File: src/rtl/irqagg_pkg.sv
package irqagg_pkg;

  // Rotating swizzle: line = (slot + pin) mod lines
  function automatic int unsigned route_line(int unsigned flat_idx,
                                             int unsigned pins,
                                             int unsigned lines);
    int unsigned slot;
    int unsigned pin;
    slot = flat_idx / pins;
    pin  = flat_idx % pins;
    return (slot + pin) % lines;
  endfunction

  // Index width with a floor of one bit
  function automatic int unsigned idx_width(int unsigned n);
    return (n > 1) ? $clog2(n) : 1;
  endfunction

  // Counter width that can hold the value n
  function automatic int unsigned count_width(int unsigned n);
    return (n > 0) ? $clog2(n + 1) : 1;
  endfunction

endpackage

File: src/rtl/irqagg_pick.sv
module irqagg_pick #(
  parameter int unsigned N  = 128,
  parameter int unsigned IW = 7
) (
  input  logic [N-1:0]  req,
  output logic          found,
  output logic [IW-1:0] idx
);

  // Lowest set index wins
  always_comb begin
    found = 1'b0;
    idx   = '0;
    for (int i = N - 1; i >= 0; i--) begin
      if (req[i]) begin
        found = 1'b1;
        idx   = IW'(i);
      end
    end
  end

endmodule

File: src/rtl/irqagg_level_store.sv
module irqagg_level_store #(
  parameter int unsigned N  = 128,
  parameter int unsigned IW = 7
) (
  input  logic          clk,
  input  logic          rst,
  input  logic [N-1:0]  pin_lvl,
  output logic [N-1:0]  lvl_seen,
  output logic          ev_valid,
  output logic [IW-1:0] ev_idx,
  output logic          ev_rise
);

  logic [N-1:0] samp_q;
  logic [N-1:0] pend;

  // Pins whose sampled level differs from the stored one
  assign pend = samp_q ^ lvl_seen;

  irqagg_pick #(.N(N), .IW(IW)) u_pick (
    .req   (pend),
    .found (ev_valid),
    .idx   (ev_idx)
  );

  assign ev_rise = samp_q[ev_idx];

  always_ff @(posedge clk) begin
    if (rst) begin
      samp_q   <= '0;
      lvl_seen <= '0;
    end else begin
      samp_q <= pin_lvl;
      if (ev_valid) begin
        lvl_seen[ev_idx] <= samp_q[ev_idx];
      end
    end
  end

endmodule

File: src/rtl/irqagg_line_ctr.sv
module irqagg_line_ctr #(
  parameter int unsigned CW = 8
) (
  input  logic          clk,
  input  logic          rst,
  input  logic          inc,
  input  logic          dec,
  output logic [CW-1:0] cnt,
  output logic          busy
);

  always_ff @(posedge clk) begin
    if (rst) begin
      cnt  <= '0;
      busy <= 1'b0;
    end else begin
      if (inc) begin
        cnt <= cnt + CW'(1);
      end else if (dec) begin
        cnt <= cnt - CW'(1);
      end
      busy <= (cnt != '0);
    end
  end

endmodule

File: src/rtl/irq_line_aggregator.sv
module irq_line_aggregator #(
  parameter int unsigned SLOTS = 32,
  parameter int unsigned PINS  = 4,
  parameter int unsigned LINES = 4
) (
  input  logic                   clk,
  input  logic                   rst,
  input  logic [SLOTS*PINS-1:0]  pin_lvl,
  output logic [LINES-1:0]       line_out
);

  import irqagg_pkg::*;

  localparam int unsigned NPIN = SLOTS * PINS;
  localparam int unsigned IW   = idx_width(NPIN);
  localparam int unsigned LW   = idx_width(LINES);
  localparam int unsigned CW   = count_width(NPIN);

  logic [NPIN-1:0]     lvl_seen;
  logic                ev_valid;
  logic [IW-1:0]       ev_idx;
  logic                ev_rise;
  logic [LW-1:0]       ev_line;
  logic [LINES*CW-1:0] cnt_flat;

  irqagg_level_store #(.N(NPIN), .IW(IW)) u_store (
    .clk      (clk),
    .rst      (rst),
    .pin_lvl  (pin_lvl),
    .lvl_seen (lvl_seen),
    .ev_valid (ev_valid),
    .ev_idx   (ev_idx),
    .ev_rise  (ev_rise)
  );

  assign ev_line = LW'(route_line(32'(ev_idx), PINS, LINES));

  for (genvar k = 0; k < LINES; k++) begin : g_line
    logic hit;
    assign hit = ev_valid && (ev_line == LW'(k));
    irqagg_line_ctr #(.CW(CW)) u_ctr (
      .clk  (clk),
      .rst  (rst),
      .inc  (hit && ev_rise),
      .dec  (hit && !ev_rise),
      .cnt  (cnt_flat[k*CW +: CW]),
      .busy (line_out[k])
    );
  end

endmodule

File: config.mk
export PLATFORM = sky130hd
export DESIGN_NAME = irq_line_aggregator
export DESIGN_NICKNAME = d
export VERILOG_FILES = /design/src/rtl/irqagg_pkg.sv /design/src/rtl/irqagg_pick.sv /design/src/rtl/irqagg_level_store.sv /design/src/rtl/irqagg_line_ctr.sv /design/src/rtl/irq_line_aggregator.sv
export SDC_FILE = /design/constraint.sdc
export NUM_CORES = 1
export LEC_CHECK = 0
export BUFFER_PORTS_ARGS = -buffer_cell sky130_fd_sc_hd__buf_2
export CORE_MARGIN = 2
export CORE_UTILIZATION = 55
export DETAILED_ROUTE_END_ITERATION = 7
export HOLD_SLACK_MARGIN = 0.02
export PLACE_DENSITY = 0.78
export SLEW_MARGIN = 20
export SYNTH_ARGS = -nofsm -noshare
export SYNTH_HDL_FRONTEND = slang
export SYNTH_HIERARCHICAL = 1
export SYNTH_SLANG_ARGS = --single-unit
export TNS_END_PERCENT = 100
File: constraint.sdc
create_clock -name clk -period 10.3 [get_ports clk]
set_clock_uncertainty 0.05 [all_clocks]
set_input_delay 0.515 -clock clk [delete_from_list [all_inputs] [get_ports clk]]
set_output_delay 0.515 -clock clk [all_outputs]
set_load 0.05 [all_outputs]
* Word-level counts from Yosys, hierarchy flattened *
Index checks and enable logic that the tools add are counted.
W data, S select, Z words.

storage, ports and cells
  logic and storage cells = 317
  flip-flop bits (word level) = 292

operators by class
  $lt $le $gt $ge = 2
  reductions and logical operators = 23
  bitwise gates (word level) = 1
  equality and inequality tests = 3
  multiplexer cells = 269
  add/sub/neg operators = 9

operator list
  cell                   number
  $mux W7                128
  $mux W1                130
  $bwmux W128            1
  $xor A128 B128 Y128    1
  $mux W8                8
  $add A8 B1 Y8 const B  4
  $reduce_bool A8 Y1     4
  $sub A8 B1 Y8 const B  4
  $logic_and A1 B1 Y1    13
  $lt A7 B8 Y1 const B   1
  $reduce_bool A2 Y1     4
  $bmux W1 S7            1
  $demux W1 S7           1
  $ge A7 B1 Y1 const B   1
  $eq A2 B2 Y1 const B   2
  $add A2 B2 Y2          1
  $eq A2 B1 Y1 const B   1
  $logic_not A2 Y1       1
  $logic_not A1 Y1       1

* Logic depth before layout (Yosys ltp) *
  depth in word-level cells = 135
  depth in mapped cells = 28
  gate-level depth less buffers = 23

* Hierarchy *
The synthesis kept the hierarchy.

by module, submodules not included
  module               times used  area each (µm²)  cells an instance  seq. area each (µm²)
  irqagg_level_store   1           11,110.7         1,160              5,124.9
  irqagg_line_ctr      4           626.9            74                 180.2
  irqagg_pick          1           1,621.6          301                0.0
  irq_line_aggregator  1           123.9            15                 0.0

* Worst setup path before layout *
No wires, ideal clock.

  path type = register -> register
  from = reg u_store.lvl_seen[62]
  to = reg g_line[0].u_ctr.cnt[5]
  arrival time = 5.529 ns
  cell stages (with the launch flop) = 27
  setup time = 0.122 ns
  slack = 4.599 ns
  data required time = 10.128 ns
  cells stage by stage = dfxtp_1 xor2_1 or3_1 or4_1 nor3_2 o41ai_1 o311ai_0 o211ai_1 a31oi_1 buf_6 buf_6 buf_4 nand2_1 mux4_2 o211ai_1 o21a_2 a21oi_1 o211ai_1 nand2_1 nor3_1 inv_1 ha_1 a211oi_2 o21bai_1 a21oi_2 nor4_1 a311o_1

on the way
  word-level cells in the longest chain between the ends = 69

ends and longest elaborated chain
  what                                 line                       RTL
  from (decl)                          irqagg_level_store.sv:8    output logic [N-1:0] lvl_seen,
  from (signal, indexed assignment)    irqagg_level_store.sv:35   lvl_seen[ev_idx] <= samp_q[ev_idx];
  $xor A128 B128 Y128 (*)              irqagg_level_store.sv:18   assign pend = samp_q ^ lvl_seen;
  via u_store.pend[62]                 irqagg_level_store.sv:15   logic [N-1:0] pend;
  $mux W7 (*) (63 in a row)            irqagg_pick.sv:15          if (req[i]) begin
  via ev_idx[0]                        irq_line_aggregator.sv:21  logic [IW-1:0] ev_idx;
  $bmux W1 S7 (*)                      irqagg_level_store.sv:26   assign ev_rise = samp_q[ev_idx];
  $mux W1 (not written as such) (*)    irqagg_level_store.sv:26
  via ev_rise                          irq_line_aggregator.sv:22  logic ev_rise;
  $logic_not A1 Y1                     irq_line_aggregator.sv:45  .dec (hit && !ev_rise),
  $logic_and A1 B1 Y1                  irq_line_aggregator.sv:45
  $reduce_bool A2 Y1 (no source line)  n/a
  to (signal assigned)                 irqagg_line_ctr.sv:18      cnt <= cnt + CW'(1);
  to (signal assigned)                 irqagg_line_ctr.sv:20      cnt <= cnt - CW'(1);
  to (decl)                            irqagg_line_ctr.sv:8       output logic [CW-1:0] cnt,

The timed path passes the listed nets; every way through them passes the cells marked *. The select of a mux whose other input is x is not followed.
A chain may end at the register's enable or synchronous reset.

* Worst setup path in the final report *
Ends and elaborated chain as after synthesis.

==> reports/results.tsv <==
stage	metric	value	unit
critical_path	largest fanout on the critical path	37	
sta	final setup slack of the worst path	2.36	ns
grt	number of global-route vias before repair	13400	
synthesis	register area share after synthesis	0.380	
sta	top achievable clock speed	126	MHz
clock_network	number of buffers inserted for hold repair after clock tree synthesis	0	
power_and_ir_drop	net switching component of the power	0.00185	W
power_and_ir_drop	combinational group share of total power	0.442	
floorplan	initial core utilization	0.556	
final_layout	count of nets after finishing	2015	
routing	DRT iter0 DRCs	1711	
power_and_ir_drop	internal power	0.00261	W
final_layout	commonest cells after routing, fill and taps aside	292 x sky130_fd_sc_hd__dfxtp_1, 172 x sky130_fd_sc_hd__nor2_1, 171 x sky130_fd_sc_hd__a21oi_1, 141 x sky130_fd_sc_hd__nor2b_1	
routing	final WL	45900	um
synthesis	Synth cell types	89	
synthesis	number of enable-type register cells in the synthesized netlist	0	
synthesis	ys async rst share	0	
placement	final estimated routing congestion in global placement	0.998	
final_layout	multi-input gate area in the final layout	8870	um2
grt	wire length of the first global-routing pass	71100	um
sta	minimum clock period after layout	7.94	ns
sta	final hold violations	0	
synthesis	number of flip-flops and latches in the synthesized netlist	292	
synthesis	average cell area after synthesis	8.67	um2
sta	worst slew pin tran	1.10	ns
sta	minimum hold slack	0.0955	ns
power_and_ir_drop	worst vdd rail ir drop	0.000178	V
clock_network	total clock buffers created by CTS	31	
clock_network	post-CTS resize count	0	
routing	routed length per instance	20.3	um
clock_network	clock tree from TritonCTS	yes	
grt	pin count of the biggest net entering global routing	143	
power_and_ir_drop	switching part of the total power	0.416	
critical_path	worst endpoint data arrival time	8.35	ns
final_layout	fraction of layout instances using a drive strength above 1	0.149	
floorplan	I/O Pins	134	
clock_network	maximum level of the CTS H-tree	1	
sta	part of the cycle the worst path needs	0.771	
sta	Final Slew Violations	0	
placement	post-placement setup slack	2.55	ns
clock_network	CTS max path bufs	3	
routing	drt first pass iters	7	
placement	number of port buffers	133	
critical_path	required time of the critical path	10.71	ns
synthesis	main area contributors after synthesis	sky130_fd_sc_hd__dfxtp_1 38%, sky130_fd_sc_hd__xor2_1 7.5%, sky130_fd_sc_hd__nor2b_1 5.7%, sky130_fd_sc_hd__a21oi_1 5.6%, sky130_fd_sc_hd__nor2_1 4.2%	
power_and_ir_drop	proportion of power drawn by flip-flops and latches	0.286	
floorplan	Chip Height	171	um
clock_network	root buf cell	sky130_fd_sc_hd__clkbuf_16	
floorplan	full die area	29300	um2
final_layout	FF/Latch Area	5850	um2
synthesis	Post-synth top flop	sky130_fd_sc_hd__dfxtp_1	
synthesis	area share of the largest cell type after synthesis	0.380	
power_and_ir_drop	clock network fraction of total power	0.272	
sta	max_slew headroom	0.267	
floorplan	Die Width	171	um
final_layout	Layout fillers	2377	
synthesis	Synthesized Nets	1931	
clock_network	insertion delay of the later-clocked pin in the worst-skew pair	0.57	ns
grt	overall fraction of global-route tracks in use	0.306	
sta	Post-Route Setup TNS	0	ns
final_layout	commonest non-fill, non-tap cell in the layout	sky130_fd_sc_hd__dfxtp_1	
clock_network	clock transition at the register clock pins on the worst setup and hold paths after CTS	0.06	ns
status	run status	complete, no violations	
floorplan	Core Area	27600	um2
routing	routed via count	14200	
power_and_ir_drop	power density of the placed cells	258	nW/um2
synthesis	number of warning messages in the yosys log	6	
critical_path	sort of element at the end of the critical path	flop	
critical_path	critical path start-end classification	flop to flop	
routing	number of nets with antenna violations after routing	0	
min_path	worst min path class	input port to flop	
sta	Final setup violation count	0	
synthesis	post-synth top area cell	sky130_fd_sc_hd__dfxtp_1	
floorplan	FP Rows	61	
synthesis	post-synthesis cell area	15400	um2
clock_network	total number of clock tree sinks	292	
synthesis	count of mapped cells out of synthesis	1772	
critical_path	sort of element at the start of the critical path	flop	
routing	Remaining DRCs	0	
final_layout	signed area change from the synthesized netlist to the final layout	12.4	%
placement	HPWL after detailed placement	31800	um
grt	total grt overflow	0	
routing	post-detailed-route via-to-cell ratio	6.28	
flow_run	total of max-cap violations	0	
final_layout	diode insertion count for antenna repair	0	
clock_network	setup repair bufs after CTS	0	
grt	initial antenna violation count	0	
sta	unrepaired setup endpoints after global routing	false	
power_and_ir_drop	Pleak	6.85	nW
==> critical path, stage by stage (launching register included) <==
cell,delay [ns]
sky130_fd_sc_hd__dfxtp_1,0.32
sky130_fd_sc_hd__xor2_1,0.19
sky130_fd_sc_hd__or3_1,0.39
sky130_fd_sc_hd__or4_1,0.42
sky130_fd_sc_hd__nor3_2,0.22
sky130_fd_sc_hd__nand3_1,0.10
sky130_fd_sc_hd__a31oi_1,0.24
sky130_fd_sc_hd__o211ai_1,0.18
sky130_fd_sc_hd__a31oi_4,0.73
sky130_fd_sc_hd__buf_4,0.56
sky130_fd_sc_hd__and3b_1,0.50
sky130_fd_sc_hd__a221oi_1,0.18
sky130_fd_sc_hd__o21ai_0,0.13
sky130_fd_sc_hd__o21a_1,0.14
sky130_fd_sc_hd__buf_4,0.32
sky130_fd_sc_hd__a21oi_1,0.13
sky130_fd_sc_hd__o211ai_1,0.55
sky130_fd_sc_hd__nand2_1,0.14
sky130_fd_sc_hd__nor3_1,0.58
sky130_fd_sc_hd__inv_1,0.34
sky130_fd_sc_hd__ha_1,0.40
sky130_fd_sc_hd__a211oi_2,0.30
sky130_fd_sc_hd__o21bai_1,0.13
sky130_fd_sc_hd__a21oi_2,0.16
sky130_fd_sc_hd__nor4_1,0.06
sky130_fd_sc_hd__a311o_1,0.34
==> final timing paths <==
path	start	endpoint	slack [ns]	cells after the start
setup / recovery	u_store/lvl_seen[62]$_SDFFE_PP0P_	g_line[0].u_ctr/cnt[5]$_SDFFE_PP0P_	2.36	25
hold / removal	pin_lvl[35]	u_store/samp_q[35]$_SDFF_PP0_	0.1	2
setup reg to reg	u_store/lvl_seen[62]$_SDFFE_PP0P_	g_line[0].u_ctr/cnt[5]$_SDFFE_PP0P_	2.36	25
hold reg to reg	u_store/lvl_seen[46]$_SDFFE_PP0P_	u_store/lvl_seen[46]$_SDFFE_PP0P_	0.42	2
==> cell type report <==
type	instances	share of cell area
clock buffer	39	0.0507
clock inverter	19	0.0147
inverter	41	0.00891
multi-input combinational	1341	0.514
sequential	292	0.338
tap	378	0.0274
timing repair buffer	149	0.0461
==> synthesized netlist by cell type (10+ instances only) <==
| library cell | number |
|---|---|
| sky130_fd_sc_hd__a211oi_1 | 11 |
| sky130_fd_sc_hd__a31oi_1 | 10 |
| sky130_fd_sc_hd__clkbuf_1 | 48 |
| sky130_fd_sc_hd__ha_1 | 25 |
| sky130_fd_sc_hd__nor2_1 | 172 |
| sky130_fd_sc_hd__mux2i_1 | 15 |
| sky130_fd_sc_hd__nor2b_1 | 141 |
| sky130_fd_sc_hd__nand3_1 | 95 |
| sky130_fd_sc_hd__mux4_2 | 10 |
| sky130_fd_sc_hd__nor4_1 | 50 |
| sky130_fd_sc_hd__buf_4 | 18 |
| sky130_fd_sc_hd__a211oi_2 | 22 |
| sky130_fd_sc_hd__nand2_1 | 88 |
| sky130_fd_sc_hd__and3_1 | 13 |
| sky130_fd_sc_hd__o31ai_1 | 10 |
| sky130_fd_sc_hd__a311oi_1 | 41 |
| sky130_fd_sc_hd__xor2_1 | 132 |
| sky130_fd_sc_hd__o211ai_1 | 10 |
| sky130_fd_sc_hd__buf_6 | 12 |
| sky130_fd_sc_hd__nor3_1 | 40 |
| sky130_fd_sc_hd__inv_1 | 40 |
| sky130_fd_sc_hd__a22oi_1 | 13 |
| sky130_fd_sc_hd__dfxtp_1 | 292 |
| sky130_fd_sc_hd__a221oi_1 | 13 |
| sky130_fd_sc_hd__buf_2 | 11 |
| sky130_fd_sc_hd__a21oi_1 | 172 |
| sky130_fd_sc_hd__o21ai_0 | 82 |
==> state kept, by name, summed over array words and instances, names as in the netlist <==
signal / flops
u_store/samp_q: 128
g_line.u_ctr/busy: 4
g_line.u_ctr/cnt: 32
u_store/lvl_seen: 128
==> logic make-up after synthesis <==
group	synth area share
mux	0.0325
flops	0.380
buf+inv	0.0451
xor+xnor	0.0830
fa+ha+maj	0.0256
simple gates	0.224
compound gates	0.209
==> power by group through the flow <==
stage	clock, W	combinational [W]	sequential [W]
global route	0.00127	0.00212	0.00128
CTS	0.00122	0.00192	0.00127
detailed placement	0	0.00191	0.00130
floorplan	0	0.00149	0.00130
global placement	0	0.00187	0.00130
finish	0.00121	0.00197	0.00128
==> through the flow <==
step | power (W) | std cells | utilization | instance area, um2
final | 0.00446 | 2259 | 0.625 | 17300
after global routing | 0.00468 | 2259 | 0.625 | 17300
after CTS | 0.00442 | 2259 | 0.625 | 17300
after detailed placement | 0.00321 | 2201 | 0.584 | 16100
after global placement | 0.00317 | 2201 | 0.584 | 16100
after floorplan | 0.00279 | 1772 | - | 15400
==> routing by layer <==
metal	wire length, um	up-vias	GRT usage	share of wire
met5	0	-	0	0
met4	2470	0	0.157	0.054
met3	3940	182	0.0458	0.086
met2	20900	764	0.499	0.45
met1	18700	6690	0.394	0.41
li1	-	6557	-	-
(Power assumes the default switching activity.)
